$ cat src/rtl/irq_trig_pkg.sv
package irq_trig_pkg;
  typedef enum logic [1:0] {
    TRIG_HIGH = 2'b00,
    TRIG_LOW  = 2'b01,
    TRIG_RISE = 2'b10,
    TRIG_FALL = 2'b11
  } trig_mode_e;
endpackage

$ cat src/rtl/irq_sync.sv
module irq_sync #(
  parameter int W = 15
) (
  input  logic         clk_i,
  input  logic         rst_ni,
  input  logic [W-1:0] d_i,
  output logic [W-1:0] q_o
);
  logic [W-1:0] s1_q, s2_q;

  always_ff @(posedge clk_i or negedge rst_ni) begin
    if (!rst_ni) begin
      s1_q <= '0;
      s2_q <= '0;
    end else begin
      s1_q <= d_i;
      s2_q <= s1_q;
    end
  end

  assign q_o = s2_q;
endmodule

$ cat src/rtl/irq_chan_det.sv
module irq_chan_det
  import irq_trig_pkg::*;
(
  input  logic       clk_i,
  input  logic       rst_ni,
  input  trig_mode_e mode_i,
  input  logic       lvl_i,
  input  logic       clr_i,
  output logic       pend_o
);
  logic prev_q, pend_q;
  logic rise, fall;

  assign rise = lvl_i & ~prev_q;
  assign fall = ~lvl_i & prev_q;

  always_ff @(posedge clk_i or negedge rst_ni) begin
    if (!rst_ni) begin
      prev_q <= 1'b0;
      pend_q <= 1'b0;
    end else begin
      prev_q <= lvl_i;
      unique case (mode_i)
        TRIG_HIGH: pend_q <= lvl_i;
        TRIG_LOW:  pend_q <= ~lvl_i;
        TRIG_RISE: pend_q <= (pend_q & ~clr_i) | rise;  // set beats clear
        TRIG_FALL: pend_q <= (pend_q & ~clr_i) | fall;
        default:   pend_q <= pend_q;
      endcase
    end
  end

  assign pend_o = pend_q;


  high_follow_chk: assert property (@(posedge clk_i) disable iff (!rst_ni)
    (mode_i == TRIG_HIGH) |=> (pend_q == $past(lvl_i)));


  low_follow_chk: assert property (@(posedge clk_i) disable iff (!rst_ni)
    (mode_i == TRIG_LOW) |=> (pend_q != $past(lvl_i)));


  edge_sticky_chk: assert property (@(posedge clk_i) disable iff (!rst_ni)
    ((mode_i == TRIG_RISE || mode_i == TRIG_FALL) && pend_q && !clr_i) |=> pend_q);


  rise_set_chk: assert property (@(posedge clk_i) disable iff (!rst_ni)
    (mode_i == TRIG_RISE && lvl_i && !prev_q) |=> pend_q);
endmodule

$ cat src/rtl/irq_prio_enc.sv
module irq_prio_enc #(
  parameter int N     = 15,
  parameter int OUT_W = $clog2(N + 1)
) (
  input  logic [N-1:0]     pend_i,
  output logic [OUT_W-1:0] top_o
);
  always_comb begin
    top_o = '0;
    for (int i = 0; i < N; i++) begin
      if (pend_i[i]) top_o = OUT_W'(i + 1);
    end
  end
endmodule

$ cat src/rtl/irq_trigger_detect.sv
module irq_trigger_detect
  import irq_trig_pkg::*;
#(
  parameter int NUM_CH  = 15,
  parameter int HI_BASE = 8,
  parameter int REG_W   = 16,
  localparam int ID_W   = $clog2(NUM_CH + 1)
) (
  input  logic              clk_i,
  input  logic              rst_ni,
  input  logic [NUM_CH-1:0] irq_i,
  input  logic              cfg_we_i,
  input  logic              cfg_sel_i,
  input  logic [REG_W-1:0]  cfg_wdata_i,
  input  logic [NUM_CH-1:0] clr_i,
  output logic [NUM_CH-1:0] pend_o,
  output logic [ID_W-1:0]   top_ch_o
);
  logic [NUM_CH-1:0] lvl;

  irq_sync #(.W(NUM_CH)) u_sync (
    .clk_i  (clk_i),
    .rst_ni (rst_ni),
    .d_i    (irq_i),
    .q_o    (lvl)
  );

  for (genvar g = 0; g < NUM_CH; g++) begin : g_ch
    localparam int  CH     = g + 1;
    localparam bit  IN_HI  = (CH >= HI_BASE);
    localparam int  K      = IN_HI ? CH - HI_BASE : CH - 1;
    localparam logic SEL   = IN_HI ? 1'b0 : 1'b1;

    trig_mode_e mode_q;

    always_ff @(posedge clk_i or negedge rst_ni) begin
      if (!rst_ni)                            mode_q <= TRIG_HIGH;
      else if (cfg_we_i && cfg_sel_i == SEL)  mode_q <= trig_mode_e'(cfg_wdata_i[2*K +: 2]);
    end

    irq_chan_det u_det (
      .clk_i  (clk_i),
      .rst_ni (rst_ni),
      .mode_i (mode_q),
      .lvl_i  (lvl[g]),
      .clr_i  (clr_i[g]),
      .pend_o (pend_o[g])
    );


    mode_load_chk: assert property (@(posedge clk_i) disable iff (!rst_ni)
      (cfg_we_i && cfg_sel_i == SEL) |=> (mode_q == trig_mode_e'($past(cfg_wdata_i[2*K +: 2]))));
  end

  irq_prio_enc #(.N(NUM_CH), .OUT_W(ID_W)) u_enc (
    .pend_i (pend_o),
    .top_o  (top_ch_o)
  );


  none_zero_chk: assert property (@(posedge clk_i) disable iff (!rst_ni)
    ((pend_o == '0) == (top_ch_o == '0)));


  top_valid_chk: assert property (@(posedge clk_i) disable iff (!rst_ni)
    (top_ch_o != '0) |-> (pend_o[top_ch_o - 1'b1] && ((pend_o >> top_ch_o) == '0)));
endmodule

$ cat config.mk
export PLATFORM = sky130hd
export DESIGN_NAME = irq_trigger_detect
export DESIGN_NICKNAME = d
export VERILOG_FILES = /design/src/rtl/irq_trig_pkg.sv /design/src/rtl/irq_sync.sv /design/src/rtl/irq_chan_det.sv /design/src/rtl/irq_prio_enc.sv /design/src/rtl/irq_trigger_detect.sv
export SDC_FILE = /design/constraint.sdc
export NUM_CORES = 1
export LEC_CHECK = 0
export BUFFER_PORTS_ARGS = -buffer_cell sky130_fd_sc_hd__buf_4
export CAP_MARGIN = 20
export CORE_ASPECT_RATIO = 1.5
export CORE_UTILIZATION = 49
export DETAILED_ROUTE_END_ITERATION = 10
export PLACE_DENSITY = 0.75
export SLEW_MARGIN = 5
export SYNTH_ARGS = -nofsm -noshare
export SYNTH_HDL_FRONTEND = slang
export SYNTH_HIERARCHICAL = 1
export SYNTH_SLANG_ARGS = --single-unit
$ cat constraint.sdc
create_clock -name clk_i -period 1.3 [get_ports clk_i]
set_clock_uncertainty 0.2 [all_clocks]
set_input_delay 0.13 -clock clk_i [delete_from_list [all_inputs] [get_ports clk_i]]
set_output_delay 0.13 -clock clk_i [all_outputs]
set_load 0.02 [all_outputs]
==> qor.tcl <==
set qor(synth_async_sr_flop_share_pct) 100
set qor(synth_cell_types) 26
set qor(drc_violations) 0
set qor(insertion_delay_ps) 350
set qor(top_layer_used) {met4}
set qor(clock-root-buffer) {clkbuf_8}
set qor(highest_count_cells_in_the_layout_ignoring_fill_and_taps) {82 x dfrtp_1, 61 x buf_4, 47 x dlygate4sd3_1}
set qor(violated_checks) {negative setup slack}
set qor(initial_utilization_pct) 50.4
set qor(postSynthRegisterBits) 90
set qor(grt_max_degree) 24
set qor(post_synth_inst_count) 240
set qor(synthesis.area_um2) 3430
set qor(ctsHtreeMaxLevel) 3
set qor(critical_path_arrival_ps) 1700
set qor(die_area_um2) 7350
set qor(r2r_setup_slack_ps) 40
set qor(placementRows) 37
set qor(area_delta_synth_final_pct) 49.0
set qor(timing.hold.worst.class) {input pin to async pin}
set qor(dr_wl_met3_um) 234
set qor(synth_top_flop_cell) {dfrtp_1}
set qor(clk_pin_slew_ps) 90
set qor(met2WireLength_um) 3800
set qor(critPathCaptureType) {output port}
set qor(detail_route.wl_per_cell_um) 15.1
set qor(tritoncts_num_sinks) 90
set qor(final_common_cell) {dfrtp_1}
set qor(grt_setup_unrepaired) {true}
set qor(layout.area.seq_um2) 2260
set qor(syn_nets) 290
set qor(yosysWarnings) 6
set qor(detail_route.iter0.violations) 87
set qor(worstSetupStartpointType) {register}
set qor(max_freq_mhz) 492
set qor(place_congestion) 0.727
set qor(slew_of_the_pin_with_the_lowest_slew_margin_ps) 396
set qor(dp.final_hpwl_um) 4710
set qor(final_design_area_no_fill_um2) 5110
set qor(utilization_after_layout_pct) 75.1
set qor(grt_first_pass_wirelength_um) 12000
set qor(n_diodes) 0
set qor(first_pass_iters) 4
set qor(coreArea_um2) 6810
set qor(cp.required_ps) 970
set qor(max_cap_viol_count) 0
set qor(via_count_of_the_first_global_routing_pass) 2559
set qor(height_of_the_chip_um) 105
set qor(worst_hold_slack_ps) 10.5
set qor(vdd_ir_drop_max_mv) 1.07
set qor(detailroute.via_count) 2410
set qor(drtAntennaViolNets) 0
set qor(cts_tree) {done}
set qor(multiInputGateArea_um2) 1200
set qor(fin_tns_setup_ps) -3420
set qor(p_leak_nw) 2.29
set qor(detail_route.vias_per_cell) 5.06
set qor(placed_cell_area_um2) 4270
set qor(critPathMaxFanout) 3
set qor(worst_r2r_endpoint) {g_ch[8].u_det/pend_o}
set qor(path_class) {register to output port}
set qor(route.layer.met1.wl_um) 2990
set qor(grt_antenna_before_repair) 0
set qor(timing.final.crit_period_ps) 2030
set qor(wl_um) 7210
set qor(cts_inserted_buffers) 9
set qor(global_route.overflow_total) 0
set qor(fp.dieW_um) 70.3
set qor(numPortBuffers) 68
set qor(layout-drive-gt1-share_pct) 40.2
set qor(final-setup-viol-count) 18
set qor(globalRouteTotalUtil_pct) 21.6
set qor(reg2reg_depth) 5
set qor(fillers) 436
set qor(final.setup.worst_slack_ps) -733
set qor(io_pins) 69
set qor(powerDensity_nw_per_um2) 1390
set qor(worst_r2r_startpoint) {g_ch[8].u_det/pend_o}
set qor(maxSlewHeadroom_pct) 73.3
set qor(final.period_utilization_pct) 156
set qor(hold_viol) 0
set qor(cts-root-to-sink-buffers) 2
set qor(timing.final.max_slew_violations) 0
set qor(post_synth.cell_area_avg_um2) 14.3
set qor(synth_enable_flop_cells) 0
set qor(status) {finished, violations left}
set qor(finalNetCount) 443
set qor(ys_seq_area_share_pct) 65.6
[through the flow]
| step | cells | setup slack [ps] | power [mW] |
|---|---|---|---|
| global route | 476 | -776 | 7.49 |
| global placement | 407 | -284 | 4.98 |
| detailed placement | 407 | -334 | 5.02 |
| floorplan | 240 | -249 | 4.21 |
| finish | 476 | -733 | 7.13 |
| CTS | 476 | -724 | 7.13 |
[critical path, cell delays in order, from the launching register on]
cell,delay [ps]
dfrtp_2,420
or3b_1,390
a311oi_2,280
a31oi_2,80
buf_4,180
[logic make-up after synthesis]
family,synth area share (%)
flip-flops,65.6
AND/OR/NAND/NOR,11.5
AO/OA/AOI/OAI,7.04
multiplexers,10.9
XOR/XNOR,3.83
buffers and inverters,1.09
[area by class of cell]
cell class	instances	area share (%)
multi-input combinational	146	23.4
timing repair buffer	145	26.8
inverter	1	0.0734
sequential	90	44.2
clock buffer	11	2.77
tap	78	1.91
clock inverter	5	0.734
[synthesized netlist by cell type (2+ instances only)]
| master | number | area [µm²] |
|---|---|---|
| dfrtp_1 | 90 | 2250 |
| a21oi_1 | 15 | 75.1 |
| mux2_4 | 10 | 150 |
| o211ai_1 | 15 | 113 |
| mux2_2 | 20 | 225 |
| and3b_1 | 15 | 131 |
| nor2b_1 | 2 | 12.5 |
| nand2_1 | 2 | 7.51 |
| nand3b_1 | 15 | 113 |
| o21ai_0 | 2 | 10.0 |
| xnor2_1 | 15 | 131 |
| nor2_1 | 23 | 86.3 |
| nand2b_1 | 2 | 12.5 |
| nor4_1 | 2 | 12.5 |
[sequential cells by signal, indices dropped and copies added (netlist names)]
name	flops
g_ch.u_det/prev_q	15
g_ch.u_det/pend_o	15
u_sync/q_o	15
u_sync/s1_q	15
g_ch.mode_q	30
[power breakdown]
group	switching [mW]	total, mW	internal, mW
registers	0.329	3.46	3.13
logic	0.777	1.93	1.16
clock network	0.975	1.73	0.758
total	2.08	7.13	5.05
[worst max path at each step]
stage               cells after the start     endpoint             startpoint  slack [ps]
floorplan                               3  top_ch_o[0]   g_ch[1].u_det/pend_o        -250
global placement                        4  top_ch_o[0]  g_ch[10].u_det/pend_o        -280
detailed placement                      4  top_ch_o[0]  g_ch[10].u_det/pend_o        -330
CTS                                     4  top_ch_o[0]  g_ch[10].u_det/pend_o        -720
global route                            4  top_ch_o[0]  g_ch[10].u_det/pend_o        -780
finish                                  4  top_ch_o[0]  g_ch[10].u_det/pend_o        -730
[timing repair]
action                                 in CTS  in global routing
hold buffers                               47                  0
setup endpoints to repair                  19                 20
setup buffers                               7                 10
pin swaps                                   0                  6
endpoints found under the hold margin     150                  0
resized for setup                          37                 13
[per-layer routing]
metal  global-route usage (%)  vias to the layer above
met5                        0                        -
met1                     26.5                     1180
li1                         -                     1162
met2                     36.3                       54
met3                     4.07                       14
met4                     10.6                        0
(Power assumes the default switching activity.)
